`config.mk`:
```
export PLATFORM = sky130hd
export DESIGN_NAME = byte_dma_engine
export DESIGN_NICKNAME = d
export VERILOG_FILES = /design/src/rtl/bdma_pkg.sv /design/src/rtl/bdma_strobe.sv /design/src/rtl/bdma_lane.sv /design/src/rtl/byte_dma_engine.sv
export SDC_FILE = /design/constraint.sdc
export NUM_CORES = 1
export LEC_CHECK = 0
export ABC_AREA = 1
export BUFFER_PORTS_ARGS = -buffer_cell sky130_fd_sc_hd__buf_2
export CORE_MARGIN = 2
export CORE_UTILIZATION = 48
export CTS_CLUSTER_SIZE = 24
export DETAILED_ROUTE_END_ITERATION = 8
export GPL_TIMING_DRIVEN = 0
export HOLD_SLACK_MARGIN = 0.1
export PLACE_DENSITY = 0.73
export SETUP_SLACK_MARGIN = 0.02
export SLEW_MARGIN = 30
export SYNTH_ARGS = -nofsm -noshare
export SYNTH_HDL_FRONTEND = slang
export SYNTH_HIERARCHICAL = 1
export SYNTH_SLANG_ARGS = --single-unit
export TNS_END_PERCENT = 10
```
`constraint.sdc`:
```
create_clock -name clk -period 2.6 [get_ports clk]
set_input_delay 0.39 -clock clk [delete_from_list [all_inputs] [get_ports clk]]
set_output_delay 0.39 -clock clk [all_outputs]
set_load 0.01 [all_outputs]
```
`src/rtl/bdma_pkg.sv`:
```
package bdma_pkg;

  localparam int WORD_W = 24;
  localparam int BYTE_W = 8;

  localparam logic [2:0] SEL_IADDR = 3'd0;
  localparam logic [2:0] SEL_EADDR = 3'd1;
  localparam logic [2:0] SEL_CTRL  = 3'd2;
  localparam logic [2:0] SEL_COUNT = 3'd3;
  localparam logic [2:0] SEL_WAIT  = 3'd4;

  typedef enum logic [1:0] {
    PK_LO8 = 2'd0,
    PK_HI8 = 2'd1,
    PK_16  = 2'd2,
    PK_24  = 2'd3
  } pack_t;

  typedef enum logic [2:0] {
    ST_IDLE,
    ST_FETCH,
    ST_CAPT,
    ST_BSET,
    ST_BWAIT,
    ST_WEND
  } st_t;

  // index of the final byte of a word in the given packing
  function automatic logic [1:0] last_idx(pack_t m);
    case (m)
      PK_16:   return 2'd1;
      PK_24:   return 2'd2;
      default: return 2'd0;
    endcase
  endfunction

  // byte driven on the external bus for lane i of word w
  function automatic logic [BYTE_W-1:0] pick_byte(logic [WORD_W-1:0] w, pack_t m,
                                                  logic [1:0] i);
    case (m)
      PK_LO8: return w[7:0];
      PK_HI8: return w[15:8];
      PK_16:  return i[0] ? w[15:8] : w[7:0];
      default: begin
        if (i == 2'd0)      return w[23:16];
        else if (i == 2'd1) return w[15:8];
        else                return w[7:0];
      end
    endcase
  endfunction

  // word after placing external byte b into lane i of accumulator acc
  function automatic logic [WORD_W-1:0] merge_byte(logic [WORD_W-1:0] acc,
                                                   logic [BYTE_W-1:0] b, pack_t m,
                                                   logic [1:0] i);
    case (m)
      PK_LO8: return {16'h0000, b};
      PK_HI8: return {8'h00, b, 8'h00};
      PK_16:  return i[0] ? {8'h00, b, acc[7:0]} : {16'h0000, b};
      default: begin
        if (i == 2'd0)      return {b, 16'h0000};
        else if (i == 2'd1) return {acc[23:16], b, 8'h00};
        else                return {acc[23:8], b};
      end
    endcase
  endfunction

endpackage

```
`src/rtl/bdma_strobe.sv`:
```
module bdma_strobe #(
  parameter int WS_W = 3
) (
  input  logic            clk,
  input  logic            rst_n,
  input  logic            go,
  input  logic [WS_W-1:0] ws,
  output logic            active,
  output logic            last
);

  logic [WS_W-1:0] rem_q;
  logic            act_q;

  always_ff @(posedge clk or negedge rst_n) begin
    if (!rst_n) begin
      rem_q <= '0;
      act_q <= 1'b0;
    end else if (go) begin
      rem_q <= ws;
      act_q <= 1'b1;
    end else if (act_q) begin
      if (rem_q == '0) act_q <= 1'b0;
      else             rem_q <= rem_q - 1'b1;
    end
  end

  assign active = act_q;
  assign last   = act_q && (rem_q == '0);

  // a new byte cycle may only be launched once the previous strobe ended
  assert_no_restart_R7: assert property (@(posedge clk) disable iff (!rst_n)
    go |-> !act_q);

  // a strobe always ends through its final cycle
  assert_strobe_end_R7: assert property (@(posedge clk) disable iff (!rst_n)
    (act_q && !last) |=> act_q);

endmodule

```
`src/rtl/bdma_lane.sv`:
```
module bdma_lane
  import bdma_pkg::*;
(
  input  logic              clk,
  input  logic              rst_n,
  input  logic              clear,
  input  logic              load,
  input  logic              take,
  input  pack_t             mode,
  input  logic [1:0]        idx,
  input  logic [WORD_W-1:0] in_word,
  input  logic [BYTE_W-1:0] ext_byte,
  output logic [WORD_W-1:0] word_q,
  output logic [BYTE_W-1:0] out_byte
);

  logic [WORD_W-1:0] acc_q;

  always_ff @(posedge clk or negedge rst_n) begin
    if (!rst_n)     acc_q <= '0;
    else if (clear) acc_q <= '0;
    else if (load)  acc_q <= in_word;
    else if (take)  acc_q <= merge_byte(acc_q, ext_byte, mode, idx);
  end

  assign word_q   = acc_q;
  assign out_byte = pick_byte(acc_q, mode, idx);

  // a loaded word and a gathered byte never arrive in the same cycle
  assert_lane_excl_R6: assert property (@(posedge clk) disable iff (!rst_n)
    !(load && take));

endmodule

```
`src/rtl/byte_dma_engine.sv`:
```
module byte_dma_engine
  import bdma_pkg::*;
#(
  parameter int IA_W   = 14,
  parameter int EA_W   = 14,
  parameter int PAGE_W = 8,
  parameter int CNT_W  = 14,
  parameter int WS_W   = 3,
  parameter int REG_W  = 16
) (
  input  logic                   clk,
  input  logic                   rst_n,
  input  logic                   reg_wr_en,
  input  logic [2:0]             reg_sel,
  input  logic [REG_W-1:0]       reg_wdata,
  output logic [REG_W-1:0]       reg_rdata,
  output logic [IA_W-1:0]        im_addr,
  output logic                   im_rd,
  input  logic [WORD_W-1:0]      im_rdata,
  output logic                   im_wr,
  output logic [WORD_W-1:0]      im_wdata,
  output logic [PAGE_W+EA_W-1:0] ext_addr,
  output logic                   ext_rd,
  output logic                   ext_wr,
  output logic [BYTE_W-1:0]      ext_wdata,
  input  logic [BYTE_W-1:0]      ext_rdata,
  output logic                   busy,
  output logic                   irq
);

  localparam int PAGE_LSB = REG_W - PAGE_W;

  st_t               state;
  logic [IA_W-1:0]   ia_q;
  logic [EA_W-1:0]   ea_q;
  logic [REG_W-1:0]  ctrl_q;
  logic [CNT_W-1:0]  cnt_q;
  logic [WS_W-1:0]   ws_q;
  logic [1:0]        idx_q;
  logic              irq_q;

  pack_t             mode;
  logic              dir_wr;
  logic              idle;
  logic              start_evt;
  logic              byte_done;
  logic              word_done;
  logic              strb_go;
  logic              strb_active;
  logic              strb_last;
  logic              lane_clear;
  logic              lane_load;
  logic              lane_take;
  logic [WORD_W-1:0] lane_word;
  logic [BYTE_W-1:0] lane_byte;

  assign mode      = pack_t'(ctrl_q[2:1]);
  assign dir_wr    = ctrl_q[0];
  assign idle      = (state == ST_IDLE);
  assign start_evt = idle && reg_wr_en && (reg_sel == SEL_COUNT) &&
                     (reg_wdata[CNT_W-1:0] != '0);
  assign strb_go   = (state == ST_BSET);
  assign byte_done = (state == ST_BWAIT) && strb_last;
  assign word_done = (state == ST_WEND);

  assign lane_clear = start_evt || word_done;
  assign lane_load  = (state == ST_CAPT);
  assign lane_take  = byte_done && !dir_wr;

  bdma_strobe #(.WS_W(WS_W)) u_strobe (
    .clk    (clk),
    .rst_n  (rst_n),
    .go     (strb_go),
    .ws     (ws_q),
    .active (strb_active),
    .last   (strb_last)
  );

  bdma_lane u_lane (
    .clk      (clk),
    .rst_n    (rst_n),
    .clear    (lane_clear),
    .load     (lane_load),
    .take     (lane_take),
    .mode     (mode),
    .idx      (idx_q),
    .in_word  (im_rdata),
    .ext_byte (ext_rdata),
    .word_q   (lane_word),
    .out_byte (lane_byte)
  );

  always_ff @(posedge clk or negedge rst_n) begin
    if (!rst_n) begin
      state  <= ST_IDLE;
      ia_q   <= '0;
      ea_q   <= '0;
      ctrl_q <= '0;
      cnt_q  <= '0;
      ws_q   <= '1;
      idx_q  <= '0;
      irq_q  <= 1'b0;
    end else begin
      irq_q <= 1'b0;
      if (reg_wr_en && (reg_sel == SEL_WAIT)) ws_q <= reg_wdata[WS_W-1:0];
      case (state)
        ST_IDLE: begin
          if (reg_wr_en) begin
            case (reg_sel)
              SEL_IADDR: ia_q   <= reg_wdata[IA_W-1:0];
              SEL_EADDR: ea_q   <= reg_wdata[EA_W-1:0];
              SEL_CTRL:  ctrl_q <= reg_wdata;
              SEL_COUNT: begin
                cnt_q <= reg_wdata[CNT_W-1:0];
                idx_q <= '0;
                if (start_evt) state <= dir_wr ? ST_FETCH : ST_BSET;
              end
              default: ;
            endcase
          end
        end
        ST_FETCH: state <= ST_CAPT;
        ST_CAPT: begin
          idx_q <= '0;
          state <= ST_BSET;
        end
        ST_BSET: state <= ST_BWAIT;
        ST_BWAIT: begin
          if (strb_last) begin
            ea_q <= ea_q + 1'b1;
            if (idx_q == last_idx(mode)) begin
              state <= ST_WEND;
            end else begin
              idx_q <= idx_q + 1'b1;
              state <= ST_BSET;
            end
          end
        end
        ST_WEND: begin
          ia_q  <= ia_q + 1'b1;
          cnt_q <= cnt_q - 1'b1;
          idx_q <= '0;
          if (cnt_q == CNT_W'(1)) begin
            state <= ST_IDLE;
            irq_q <= 1'b1;
          end else begin
            state <= dir_wr ? ST_FETCH : ST_BSET;
          end
        end
        default: state <= ST_IDLE;
      endcase
    end
  end

  always_comb begin
    case (reg_sel)
      SEL_IADDR: reg_rdata = REG_W'(ia_q);
      SEL_EADDR: reg_rdata = REG_W'(ea_q);
      SEL_CTRL:  reg_rdata = ctrl_q;
      SEL_COUNT: reg_rdata = REG_W'(cnt_q);
      SEL_WAIT:  reg_rdata = REG_W'(ws_q);
      default:   reg_rdata = '0;
    endcase
  end

  assign im_addr   = ia_q;
  assign im_rd     = (state == ST_FETCH);
  assign im_wr     = word_done && !dir_wr;
  assign im_wdata  = lane_word;
  assign ext_addr  = {ctrl_q[PAGE_LSB +: PAGE_W], ea_q};
  assign ext_rd    = strb_active && !dir_wr;
  assign ext_wr    = strb_active && dir_wr;
  assign ext_wdata = lane_byte;
  assign busy      = !idle;
  assign irq       = irq_q;

  assert_start_R1: assert property (@(posedge clk) disable iff (!rst_n)
    start_evt |=> busy);

  assert_cnt_step_R2: assert property (@(posedge clk) disable iff (!rst_n)
    busy |=> (cnt_q == $past(cnt_q) || cnt_q == $past(cnt_q) - 1'b1));

  assert_word_bytes_R2: assert property (@(posedge clk) disable iff (!rst_n)
    word_done |-> (idx_q == last_idx(mode)));

  assert_irq_end_R3: assert property (@(posedge clk) disable iff (!rst_n)
    irq |-> (cnt_q == '0 && !busy));

  assert_ea_step_R4: assert property (@(posedge clk) disable iff (!rst_n)
    byte_done |=> (ea_q == $past(ea_q) + 1'b1));

  assert_one_dir_R6: assert property (@(posedge clk) disable iff (!rst_n)
    !(ext_rd && ext_wr));

  assert_ctrl_hold_R8: assert property (@(posedge clk) disable iff (!rst_n)
    (busy && reg_wr_en && reg_sel == SEL_CTRL) |=> $stable(ctrl_q));

endmodule

```
==> flow_metrics.py <==
metrics = {
    "worst_setup_path": {
        "crit_path_end_kind": "primary output",
        "rr_endpoint": "u_lane/word_q[1]",
        "cp_slowest_cell": "dfrtp_1",
        "arrival_ns": 2.11,
        "cpPeakStageDelay_ns": 0.46,
        "crit_path_start_kind": "flop",
        "path_cells": "buf_2 -> nor2_1 -> nand2_1 -> and3_1 -> nor2_1 -> buf_2",
        "cp.buffers_inverters": 2,
        "r2r_cells": 13,
        "crit_family": "simple AND/OR/NAND/NOR gates",
        "crit_fanout": 10,
        "reg2reg_slack_ns": 0.20,
        "crit_type": "flop to primary output",
        "r2r_start": "state[0]",
        "required_ns": 2.21,
    },
    "floorplan": {
        "die_h_um": 122,
        "die-area_um2": 14800,
        "rows": 42,
        "die_w_um": 122,
        "coreArea_um2": 13300,
        "initial_core_util": 0.497,
        "io_pins": 144,
    },
    "global_route": {
        "grt_pass1_vias": 6562,
        "grt_overflow": 0,
        "antenna_found_initial": 0,
        "grt_pass1_wl_um": 34400,
        "grt_max_degree": 67,
        "track_usage": 0.300,
    },
    "job": {
        "maxCapViolCount": 0,
    },
    "placed_design": {
        "port-buffer-count": 143,
        "placement.cell_area_um2": 7600,
        "place.gp.congestion": 0.983,
        "hpwl_um": 16400,
    },
    "sta": {
        "drv_slew": 0,
        "hold_viol": 0,
        "worst_pin_slew_ns": 0.752,
        "setup_tns_ns": 0,
        "rsz0062_at_grt": "no",
        "slew-limit-headroom": 0.495,
        "fin_skew_ns": 0.00997,
        "period_needed_ns": 2.50,
        "period_share": 0.961,
        "finalSetupViolCount": 0,
        "fmax_ghz": 0.400,
    },
    "logic_synthesis": {
        "synth_edf_count": 0,
        "ys_warn_count": 6,
        "syn-num-nets": 1072,
        "yosys.area.top_type": "dfrtp_1",
        "seq_area_frac_synth": 0.359,
        "synth_seq_cells": 95,
        "synth.area.top_cells": "dfrtp_1 35%, nand2_1 20%, nand3_1 6.9%, nor2_1 6.6%, o21ai_0 5.2%",
        "syn_avg_cell_area_um2": 6.55,
        "synth.top_cell.area_share": 0.347,
        "synthCells": 1012,
        "ys_types": 39,
        "synth_area_um2": 6630,
        "async_reset_ff_frac": 1.00,
        "synth-main-ff-cell": "dfrtp_1",
    },
    "route": {
        "wl_met1_um": 9300,
        "wl_met3_um": 1890,
        "post_drt_wl_per_cell_um": 16.0,
        "num_vias": 7307,
        "drt_iter0_drc": 753,
        "topRoutingLayerUsed": "met4",
        "detail-route-antenna-nets": 0,
        "drc": 0,
        "drt-total-wl_um": 21500,
        "vias_per_cell": 5.42,
        "drt_first_pass_iters": 6,
        "met2_length_um": 9770,
    },
    "hold_path": {
        "hp-class": "input port to flop",
        "hold_end": "ctrl_q[15]",
        "min_path_cells": 3,
        "min_from": "reg_wdata[15]",
    },
    "clock_network": {
        "cts-root-buf": "clkbuf_16",
        "cts_tree": "yes",
        "postCtsResizedCells": 0,
        "cts_buffer_depth": 2,
        "insertion_delay_ns": 0.36,
        "cts_made_buffers": 9,
        "clock_sink_count": 95,
        "clk_pin_slew_ns": 0.07,
        "htreeDepth": 3,
    },
    "power": {
        "peakVddDrop_v": 0.000432,
        "p_per_area_nw_per_um2": 407,
        "power.leakage_nw": 4.32,
    },
    "outcome": {
        "outcome": "finished, final reports clean",
    },
    "finish": {
        "fin_nets": 1228,
        "n_antenna_cell": 0,
        "layout-drive-gt1-share": 0.211,
        "syn_to_final_growth_pct": 19.7,
        "stdcell_area_um2": 7930,
    },
}
==> worst min-delay path: stages <==
cell	delay, ns
buf_2	0.08
nand2_1	0.04
o21ai_0	0.06
==> routing by layer <==
metal / vias to the layer above / track usage
li1: 3564 / -
met1: 3343 / 0.421
met2: 358 / 0.463
met3: 42 / 0.0630
met4: 0 / 0.103
met5: - / 0
==> metrics by stage <==
stage          instances  setup WS, ns   util  hold slack (ns)  power (mW)
6_report            1349         0.102  0.594            0.245        3.23
5_1_grt             1349        0.0414  0.594            0.257        3.33
4_1_cts             1349         0.172  0.594            0.240        3.25
3_5_place_dp        1332         0.256  0.569            0.284        1.78
3_3_place_gp        1331        0.0735  0.567            0.488        1.77
2_1_floorplan       1012         0.758      -           0.0944        1.62
==> registers in the layout (all words and copies together), names as in the netlist <==
signal and cells:
im_addr 14, ea_q 14, u_strobe/rem_q 3, cnt_q 14
idx_q 2, ctrl_q 16, u_strobe/active 1, state 3
ws_q 3, u_lane/word_q 24, irq 1
==> timing repair <==
action                                 in CTS  in global routing
hold buffers                                1                  0
endpoints found under the hold margin      26                  0
buffers inserted                            0                  0
==> synth_stat cells (3+ instances only) <==
cell        n
nand4_1    13
nor3_1     10
nor2_1    117
inv_2      14
nor2_4      5
nand2_4     9
buf_2      14
clkbuf_1    7
ha_1        6
a21oi_1    34
nand3_1    91
xor2_1      4
nand2_1   350
buf_6       6
o21ai_1     4
o22ai_1    17
dfrtp_1    92
buf_4      13
o21ai_0    69
dfstp_2     3
o211ai_1   10
nand2_2    16
nor2_2      3
inv_1      84
==> worst max path at each step <==
stage / start / end / slack (ns) / cells past startpoint
3_5_place_dp: state[0] / u_lane/word_q[1] / 0.26 / 13
2_1_floorplan: state[0] / u_lane/word_q[15] / 0.76 / 14
3_3_place_gp: rst_n / u_lane/word_q[5] / 0.07 / 1
6_report: idx_q[1] / ext_wdata[3] / 0.10 / 6
5_1_grt: idx_q[1] / ext_wdata[7] / 0.04 / 6
4_1_cts: idx_q[1] / ext_wdata[3] / 0.17 / 6
==> layout make-up <==
| class | count | area [µm²] |
|---|---|---|
| Sequential cell | 95 | 2380 |
| Multi-Input combinational cell | 777 | 3600 |
| Clock buffer | 11 | 243 |
| Fill cell | 1350 | 5420 |
| Tap cell | 176 | 220 |
| Clock inverter | 5 | 81.3 |
| Buffer | 41 | 277 |
| Inverter | 99 | 372 |
| Timing Repair Buffer | 145 | 759 |
==> cells by family (layout without fill, tap and decap cells) <==
group	count (synthesis)	after routing	synth area share
simple gates	622	622	0.404
mux	2	2	0.00340
buf+inv	140	301	0.0978
compound gates	141	141	0.116
flops	95	95	0.359
xor+xnor	6	6	0.00793
fa+ha+maj	6	6	0.0113
==> cell usage in the layout (no fill, tap or decap), types with 9 or more instances in the layout <==
master | netlist | final
inv_2 | 14 | 14
nand2_1 | 350 | 350
clkbuf_16 | 0 | 9
a21oi_1 | 34 | 34
nor2_1 | 117 | 117
buf_2 | 14 | 156
nor3_1 | 10 | 10
dfrtp_1 | 92 | 92
nand2_4 | 9 | 9
nand3_1 | 91 | 91
buf_4 | 13 | 13
nand4_1 | 13 | 13
o21ai_0 | 69 | 69
o22ai_1 | 17 | 17
inv_1 | 84 | 84
nand2_2 | 16 | 16
o211ai_1 | 10 | 10
==> power by group <==
group / total (mW) / internal [mW] / switching, mW
logic: 0.250 / 0.0864 / 0.163
registers: 1.51 / 1.50 / 0.0112
clock network: 1.47 / 0.870 / 0.603
total: 3.23 / 2.45 / 0.778
No activity file was read; power rests on OpenSTA's default activity.
